**src/rtl/alu8_pkg.sv**
```systemverilog
package alu8_pkg;
    typedef enum logic [3:0] {
        OP_ADD = 4'd0,
        OP_SUB = 4'd1,
        OP_AND = 4'd2,
        OP_OR  = 4'd3,
        OP_XOR = 4'd4,
        OP_CMP = 4'd5,
        OP_BIT = 4'd6,
        OP_SHL = 4'd7,
        OP_SHR = 4'd8,
        OP_ROL = 4'd9,
        OP_ROR = 4'd10,
        OP_INC = 4'd11,
        OP_DEC = 4'd12
    } alu_op_e;

    typedef enum logic [1:0] {
        LG_AND = 2'd0,
        LG_OR  = 2'd1,
        LG_XOR = 2'd2
    } logic_sel_e;
endpackage

```
**src/rtl/alu8_adder.sv**
```systemverilog
module alu8_adder #(
    parameter int WIDTH = 8
) (
    input  logic [WIDTH-1:0] a,
    input  logic [WIDTH-1:0] b,
    input  logic             cin,
    input  logic             invert,
    output logic [WIDTH-1:0] sum,
    output logic             cout,
    output logic             ovf
);
    localparam int MSB = WIDTH - 1;

    logic [WIDTH-1:0] b_eff;
    logic [WIDTH:0]   full;

    assign b_eff = invert ? ~b : b;
    assign full  = {1'b0, a} + {1'b0, b_eff} + {{WIDTH{1'b0}}, cin};
    assign sum   = full[MSB:0];
    assign cout  = full[WIDTH];
    // same-sign inputs producing a different-sign result
    assign ovf   = ~(a[MSB] ^ b_eff[MSB]) & (a[MSB] ^ sum[MSB]);
endmodule

```
**src/rtl/alu8_shift.sv**
```systemverilog
module alu8_shift #(
    parameter int WIDTH = 8
) (
    input  logic [WIDTH-1:0] src,
    input  logic             cin,
    input  logic             left,
    input  logic             rotate,
    output logic [WIDTH-1:0] res,
    output logic             cout
);
    localparam int MSB = WIDTH - 1;

    logic fill;

    assign fill = rotate & cin;

    always_comb begin
        if (left) begin
            res  = {src[MSB-1:0], fill};
            cout = src[MSB];
        end else begin
            res  = {fill, src[MSB:1]};
            cout = src[0];
        end
    end
endmodule

```
**src/rtl/alu8_logic.sv**
```systemverilog
module alu8_logic
    import alu8_pkg::*;
#(
    parameter int WIDTH = 8
) (
    input  logic [WIDTH-1:0] a,
    input  logic [WIDTH-1:0] b,
    input  logic_sel_e       sel,
    output logic [WIDTH-1:0] res
);
    always_comb begin
        unique case (sel)
            LG_AND:  res = a & b;
            LG_OR:   res = a | b;
            LG_XOR:  res = a ^ b;
            default: res = a & b;
        endcase
    end
endmodule

```
**src/rtl/alu8_core.sv**
```systemverilog
module alu8_core
    import alu8_pkg::*;
#(
    parameter int WIDTH = 8
) (
    input  logic [3:0]       op_sel,
    input  logic [WIDTH-1:0] opnd_a,
    input  logic [WIDTH-1:0] opnd_m,
    input  logic             mem_mode,
    input  logic             flag_c_in,
    input  logic             flag_n_in,
    input  logic             flag_v_in,
    input  logic             flag_z_in,
    output logic [WIDTH-1:0] result,
    output logic             flag_n_out,
    output logic             flag_v_out,
    output logic             flag_z_out,
    output logic             flag_c_out,
    output logic             acc_wr,
    output logic             mem_wr
);
    localparam int MSB = WIDTH - 1;
    localparam logic [WIDTH-1:0] ONE = WIDTH'(1);

    alu_op_e          op;
    logic [WIDTH-1:0] src;
    logic             add_inv;
    logic             add_cin;
    logic [WIDTH-1:0] add_sum;
    logic             add_cout;
    logic             add_ovf;
    logic             sh_left;
    logic             sh_rot;
    logic [WIDTH-1:0] sh_res;
    logic             sh_cout;
    logic_sel_e       lg_sel;
    logic [WIDTH-1:0] lg_res;
    logic [WIDTH-1:0] step_up;
    logic [WIDTH-1:0] step_dn;

    assign op      = alu_op_e'(op_sel);
    assign src     = mem_mode ? opnd_m : opnd_a;
    assign add_inv = (op == OP_SUB) || (op == OP_CMP);
    assign add_cin = (op == OP_CMP) ? 1'b1 : flag_c_in;
    assign sh_left = (op == OP_SHL) || (op == OP_ROL);
    assign sh_rot  = (op == OP_ROL) || (op == OP_ROR);
    assign step_up = src + ONE;
    assign step_dn = src - ONE;

    always_comb begin
        unique case (op)
            OP_OR:   lg_sel = LG_OR;
            OP_XOR:  lg_sel = LG_XOR;
            default: lg_sel = LG_AND;
        endcase
    end

    alu8_adder #(.WIDTH(WIDTH)) u_adder (
        .a      (opnd_a),
        .b      (opnd_m),
        .cin    (add_cin),
        .invert (add_inv),
        .sum    (add_sum),
        .cout   (add_cout),
        .ovf    (add_ovf)
    );

    alu8_shift #(.WIDTH(WIDTH)) u_shift (
        .src    (src),
        .cin    (flag_c_in),
        .left   (sh_left),
        .rotate (sh_rot),
        .res    (sh_res),
        .cout   (sh_cout)
    );

    alu8_logic #(.WIDTH(WIDTH)) u_logic (
        .a   (opnd_a),
        .b   (opnd_m),
        .sel (lg_sel),
        .res (lg_res)
    );

    always_comb begin
        result     = opnd_a;
        flag_n_out = flag_n_in;
        flag_v_out = flag_v_in;
        flag_z_out = flag_z_in;
        flag_c_out = flag_c_in;
        acc_wr     = 1'b0;
        mem_wr     = 1'b0;
        unique case (op)
            OP_ADD, OP_SUB: begin
                result     = add_sum;
                flag_c_out = add_cout;
                flag_v_out = add_ovf;
                flag_n_out = add_sum[MSB];
                flag_z_out = (add_sum == '0);
                acc_wr     = 1'b1;
            end
            OP_AND, OP_OR, OP_XOR: begin
                result     = lg_res;
                flag_n_out = lg_res[MSB];
                flag_z_out = (lg_res == '0);
                acc_wr     = 1'b1;
            end
            OP_CMP: begin
                result     = add_sum;
                flag_c_out = add_cout;
                flag_n_out = add_sum[MSB];
                flag_z_out = (add_sum == '0);
            end
            OP_BIT: begin
                result     = lg_res;
                flag_n_out = opnd_m[MSB];
                flag_v_out = opnd_m[MSB-1];
                flag_z_out = (lg_res == '0);
            end
            OP_SHL, OP_SHR, OP_ROL, OP_ROR: begin
                result     = sh_res;
                flag_c_out = sh_cout;
                flag_n_out = sh_res[MSB];
                flag_z_out = (sh_res == '0);
                acc_wr     = ~mem_mode;
                mem_wr     = mem_mode;
            end
            OP_INC, OP_DEC: begin
                result     = (op == OP_INC) ? step_up : step_dn;
                flag_n_out = result[MSB];
                flag_z_out = (result == '0);
                acc_wr     = ~mem_mode;
                mem_wr     = mem_mode;
            end
            default: begin
                result = opnd_a;
            end
        endcase
    end

    always_comb begin
        if (op == OP_ADD) begin

            add_sum_chk: assert ({flag_c_out, result} ==
                ({1'b0, opnd_a} + {1'b0, opnd_m} + {{WIDTH{1'b0}}, flag_c_in}));
        end
        if (op == OP_CMP) begin

            cmp_v_hold_chk: assert (flag_v_out == flag_v_in && !acc_wr && !mem_wr);
        end
        if (op == OP_SHR) begin

            shr_n_clear_chk: assert (!flag_n_out && !result[MSB]);
        end
        if (op == OP_INC || op == OP_DEC) begin

            step_c_hold_chk: assert (flag_c_out == flag_c_in && flag_v_out == flag_v_in);
        end

        wr_excl_chk: assert (!(acc_wr && mem_wr));
    end
endmodule

```
**config.mk**
```make
export PLATFORM = sky130hd
export DESIGN_NAME = alu8_core
export DESIGN_NICKNAME = d
export VERILOG_FILES = /design/src/rtl/alu8_pkg.sv /design/src/rtl/alu8_adder.sv /design/src/rtl/alu8_shift.sv /design/src/rtl/alu8_logic.sv /design/src/rtl/alu8_core.sv
export SDC_FILE = /design/constraint.sdc
export NUM_CORES = 1
export LEC_CHECK = 0
export ABC_AREA = 1
export CAP_MARGIN = 0
export CORE_MARGIN = 8
export CORE_UTILIZATION = 50
export DETAILED_ROUTE_END_ITERATION = 7
export PLACE_DENSITY = 0.8
export SLEW_MARGIN = 20
export SYNTH_ARGS = -nofsm -noshare
export SYNTH_HDL_FRONTEND = slang
export SYNTH_SLANG_ARGS = --single-unit
```
**constraint.sdc**
```tcl
create_clock -name vclk -period 3.9
set_input_delay 0.78 -clock vclk [all_inputs]
set_output_delay 0.78 -clock vclk [all_outputs]
set_load 0.1 [all_outputs]
```
==> flow_summary.toml, run 1 <==
[run_status]
outcome = "complete, but fails checks"
violations = "setup timing"

[placed_design]
port_buffers = 39
dpl.hpwl_um = 6490
gp_congestion = 0.970
pre_cts_ws_ns = -0.379

[routing]
antenna_left = 0
via_count = 3069
dr.pass1.iters = 6
viasPerCell = 5.61
routedWlPerCell_um = 15.7
drt_iter0_drc = 346
drcViolationCount = 0
drt_wl_total_um = 8610

[power]
peakVddDrop_uv = 173
p_leak_nw = 1.83
power_density_mw_per_mm2 = 222

[critical_path]
path_cells = "buf_8 > inv_4 > nand3_4 > xor2_2 > fa_2 > fa_2 > xnor2_2 > nand2_1 > nor2_2 > nand2_1 > nor2_1 > nand3_1 > nor2_1 > nor2_1 > nand3_2 > buf_12"
crit_path_max_fanout = 3
end_kind = "primary output"
critPathLaunchType = "primary input"
crit_path_frequent_cell = "nor2_1"
path_class = "primary input to primary output"
crit_required_ns = 3.12
arrival_ns = 3.17
cpPeakStageDelay_ns = 0.39
cp_slowest_cell = "fa_2"

[synth]
synth.top_cell.area_share_pct = 22.0
synth.most_common_cell = "nand2_1"
yosysUniqueCellTypes = 30
syn_nets = 455
netlist_area_mm2 = 0.00215
synth_commonest_cells = "nand2_1 (126), inv_1 (59), nand3_1 (38), nor2_1 (34), ha_1 (33)"
synth_top_cell_by_area = "nand2_1"
syn_avg_cell_area_um2 = 5.45
yosysSeqAreaShare_pct = 0
yosysWarnings = 0
yosys-top-cells-area = "nand2_1 (22%), ha_1 (19%), inv_1 (10%), nand3_1 (8.9%), nor2_1 (5.9%)"
synthCells = 394

[floorplan]
die_area_mm2 = 0.00665
ios = 39
dieWidth_um = 81.5
rows = 24
fp.dieH_um = 81.5
start_util_pct = 50.7
core_area_mm2 = 0.00423

[timing]
tightest_slew_ns = 0.383
fin_crit_sh_pct = 101
drv_slew = 0
fmax_mhz = 253
setup_viol_count_final = 1
hold_viol_final = 0
rsz0062_at_grt = "true"
max_slew_margin_pct = 74.2
layout_min_cycle_time_ns = 3.95
fin_ws_ns = -0.0515

[layout]
drive_above_1_share_pct = 31.8
seq_cell_count = 0
finalNetCount = 557
area_delta_synth_final_pct = 61.7
utilization_pct = 82.0
nClkBuffers = 0
seq_area_um2 = 0

[global_routing]
antenna_found_initial = 1
grt_start_max_net_pins = 17
track_usage_pct = 24.3
grt_pass1_wl_um = 13200
grt_overflow = 0
grt_pass1_vias = 2941

[min_path]
hold_path.class = "primary input to primary output"

[run]
drv_cap = 0

[clocking]
ctsHoldBuffers = 0
power breakdown:
part,total [mW],switching [mW],leakage (nW),internal [mW]
clock network,0.0000000343,0,0.00000634,0.0000000343
registers,0,0,0,0
logic,0.769,0.466,1.83,0.303
critical path, delay by kind of cell:
kind                       cells  cell delay (ns)
xor gates and xnor gates       2             0.38
adders and majority gates      2             0.77
buffers and inverters          3             0.33
and+or+nand+nor                9             0.89
cell type report:
type                            count  area (µm²)
Timing Repair Buffer              105        1050
Tap cell                           52        65.1
Inverter                           66         265
Multi-Input combinational cell    323        2090
Antenna cell                        1        2.50
Fill cell                         272         763
final timing paths:
check | end | cells after the start | startpoint | slack (ns)
worst min-delay path | result[4] | 5 | opnd_a[4] | 2.16
worst max-delay path | flag_z_out | 16 | op_sel[3] | -0.05
cell families after synthesis:
kind of cell	count (synthesis)	synth area share, %
simple gates	223	46.4
buf+inv	71	12.8
compound gates	51	13.4
fa+ha+maj	36	22.0
xor+xnor	13	5.30
placed cells by master (no fill, tap or decap), types with 7 or more instances in the layout:
cell	count
nor2_1	31
clkdlybuf4s50_1	13
nand2_2	10
buf_4	64
inv_2	16
xor2_1	9
a21oi_1	7
ha_1	26
o21ai_0	18
inv_1	46
buf_12	14
nand2_1	118
nand3_1	34
metal layers:
metal  GRT usage [%]  share of wire, %  wire length [µm]  vias up
li1                -                 -                 -     1456
met1            29.0                37              3190     1401
met2            44.9                51              4370      171
met3            2.74               8.3               713       41
met4            5.89               3.8               329        0
met5               0                 0                 0        -
stage by stage:
stage          setup TNS [ns]  instance area [µm²]  hold slack, ns  instances  power (mW)
2_1_floorplan         -0.0965                 2230            1.96        394       0.429
3_3_place_gp            -2.33                 3230            2.32        540       0.694
3_5_place_dp            -2.87                 3230            2.32        540       0.706
4_1_cts               -0.0212                 3350            2.33        543       0.730
5_1_grt                -0.234                 3470            2.19        547       0.814
6_report              -0.0515                 3470            2.16        547       0.769
repair_timing:
| action | 4_1_cts | 5_1_grt |
|---|---|---|
| resized for setup | 28 | 49 |
| buffers inserted | 2 | 3 |
| gates cloned | 1 | 0 |
| pin swaps | 6 | 17 |
| setup endpoints to repair | 12 | 12 |
No activity file was read; power rests on OpenSTA's default activity.
==> inputs of run 2 (changes only) <==
- PLACE_DENSITY: 0.8 -> 0.79
- SYNTH_HIERARCHICAL: unset -> 1
==> run 2 against run 1 <==
Against the previous run:
- the flow finishes with violations (DRC, setup timing)
- routed wire length grew 71%
- final area increased by 15%
- critical path depth stayed put
- first-iteration DRC count up 130%
- sequential cell count stayed put
- cell count increased by 14%
- count of clock-buffer cells in the layout stayed put
- sequential share of layout area unchanged
- via count increased by 36%
- fmax is 19% lower
- die area is 5.6% higher
- combinational power rose by 21%
- critical endpoint unchanged
==> flow_summary.toml, run 2 <==
[run_status]
outcome = "complete, but fails checks"
violations = "DRC, setup timing"

[placed_design]
gp_congestion = 0.976
dp_cells = 611
dpl.hpwl_um = 7350
port_buffers = 39
pre_cts_ws_ns = -0.640

[layout]
fillCellCount = 197
final_cell_mix = "nand2_1 (178), buf_4 (98), inv_1 (69)"
seq_cell_count = 0
instances_no_fill = 624
finalNetCount = 631
nClkBuffers = 0
antenna_cells = 0
final_common_cell = "nand2_1"
seq_area_um2 = 0
drive_above_1_share_pct = 34.1
area_delta_synth_final_pct = 73.3
utilization_pct = 90.8

[power]
comb_power_share_pct = 100.0
seqPwrFrac_pct = 0
power_switching_uw = 565
p_leak_nw = 2.23
power.share.clock_pct = 0
power_density_mw_per_mm2 = 233
intPower_uw = 363
peakVddDrop_uv = 148
swShare_pct = 60.9

[routing]
viasPerCell = 6.71
routedWlPerCell_um = 23.7
via_count = 4186
drt_wl_total_um = 14800
dr.pass1.iters = 8
antenna_left = 0
drt_iter0_drc = 791
drcViolationCount = 115

[floorplan]
fp.dieH_um = 83.8
core_area_mm2 = 0.00438
ios = 39
dieWidth_um = 83.8
start_util_pct = 52.4
die_area_mm2 = 0.00702
rows = 24

[timing]
fmax_mhz = 205
rsz0062_at_grt = "true"
fin_ws_ns = -0.977
fin_crit_sh_pct = 125
hold_viol_final = 0
drv_slew = 0
tightest_slew_ns = 0.934
max_slew_margin_pct = 37.2
layout_min_cycle_time_ns = 4.88
setup_viol_count_final = 12

[critical_path]
crit_path_max_fanout = 6
critPathLaunchType = "primary input"
path_class = "primary input to primary output"
crit_required_ns = 3.12
end_kind = "primary output"
arrival_ns = 4.10

[synth]
synth_commonest_cells = "nand2_1 (184), inv_1 (75), ha_1 (30), nor2_1 (25), nand3_1 (22)"
yosysSeqAreaShare_pct = 0
synth.top_cell.area_share_pct = 30.0
yosysWarnings = 6
syn_avg_cell_area_um2 = 5.26
netlist_area_mm2 = 0.00230
yosys-top-cells-area = "nand2_1 (30%), ha_1 (16%), inv_1 (12%), nand3_1 (4.8%), xor2_1 (4.2%)"
synth_top_cell_by_area = "nand2_1"
syn_nets = 494
yosysUniqueCellTypes = 37
synth.most_common_cell = "nand2_1"
synthCells = 437

[run]
drv_cap = 0

[global_routing]
grt_pass1_wl_um = 16800
grt_pass1_vias = 3618
grt_start_max_net_pins = 13
antenna_found_initial = 0
grt_overflow = 0
track_usage_pct = 27.9

[clocking]
ctsHoldBuffers = 0

[min_path]
hold_path.class = "primary input to primary output"
## run 2: cell types whose count changed after synthesis, moves of 6 or more
cell      previous run  this run
inv_1               59        75
nand2_1            126       184
nand3_1             38        22
nor4_1               0         6
nor2_1              34        25
a221oi_1             0         7
o21ai_0             21         7
o21ai_1              9         2
## run 2: timing repair
action / in CTS / in global routing
setup buffers: 10 / 7
pin swaps: 25 / 30
resized for setup: 42 / 39
cloned: 0 / 0
endpoints found under the setup margin: 12 / 12
## run 2: cell type report
class / count / area, µm² / share of cell area, %
inverter: 81 / 315 / 7.92
timing repair buffer: 145 / 1360 / 34.0
tap: 52 / 65.1 / 1.63
multi-input combinational: 346 / 2250 / 56.4
## run 2: worst paths after layout
kind,start,to,slack [ns],depth (start not counted)
worst max-delay path,op_sel[0],flag_z_out,-0.98,16
worst min-delay path,op_sel[3],flag_v_out,2.22,6
## run 2: cells by family (layout without fill, tap and decap cells)
kind of cell / Yosys count / count (layout) / share of synthesized area (%)
AO/OA/AOI/OAI: 40 / 40 / 12.1
AND/OR/NAND/NOR: 260 / 260 / 47.6
buffers and inverters: 91 / 226 / 16.9
XOR/XNOR: 14 / 14 / 5.33
adder cells (fa/ha/maj): 32 / 32 / 18.1
## run 2: layer usage
metal / track usage (%) / vias up / wire length, µm
met3: 3.71 / 215 / 2140
li1: - / 1637 / -
met2: 49.5 / 541 / 6180
met4: 16.2 / 0 / 1760
met1: 30.8 / 1793 / 4690
met5: 0 / - / 0
## run 2: power groups by stage
stage          clock [mW]  combinational, mW  sequential, mW
2_1_floorplan           0              0.427               0
3_3_place_gp            0              0.717               0
3_5_place_dp            0              0.736               0
4_1_cts                 0              0.769               0
5_1_grt                 0              0.953               0
6_report                0              0.928               0
## run 2: stage by stage
| stage | setup TNS, ns | hold WS (ns) | area (µm²) | total power [mW] |
|---|---|---|---|---|
| after floorplan | -1.09 | 1.84 | 2450 | 0.427 |
| after global placement | -3.74 | 2.37 | 3640 | 0.717 |
| after detailed placement | -4.80 | 2.36 | 3640 | 0.736 |
| after CTS | -0.347 | 2.18 | 3780 | 0.769 |
| after global routing | -4.72 | 2.24 | 3980 | 0.953 |
| final | -3.64 | 2.22 | 3980 | 0.928 |
## run 2: worst max-delay path, stage by stage
cell and delay (ns):
buf_8 0.09, inv_8 0.04, nor3_4 0.23, buf_6 0.20, xor2_1 0.22, ha_1 0.32
a21oi_2 0.23, nand2_4 0.10, buf_6 0.12, xor2_2 0.17, nor4_1 0.77, nand3_1 0.24
nand3_2 0.16, a31oi_4 0.05, a21oi_4 0.16, buf_12 0.19
==> inputs of run 3 (changes only) <==
- CAP_MARGIN: 0 -> 20
==> results of run 3 <==
Same layout as run 2: the final DEF is identical, and so are final timing and power.
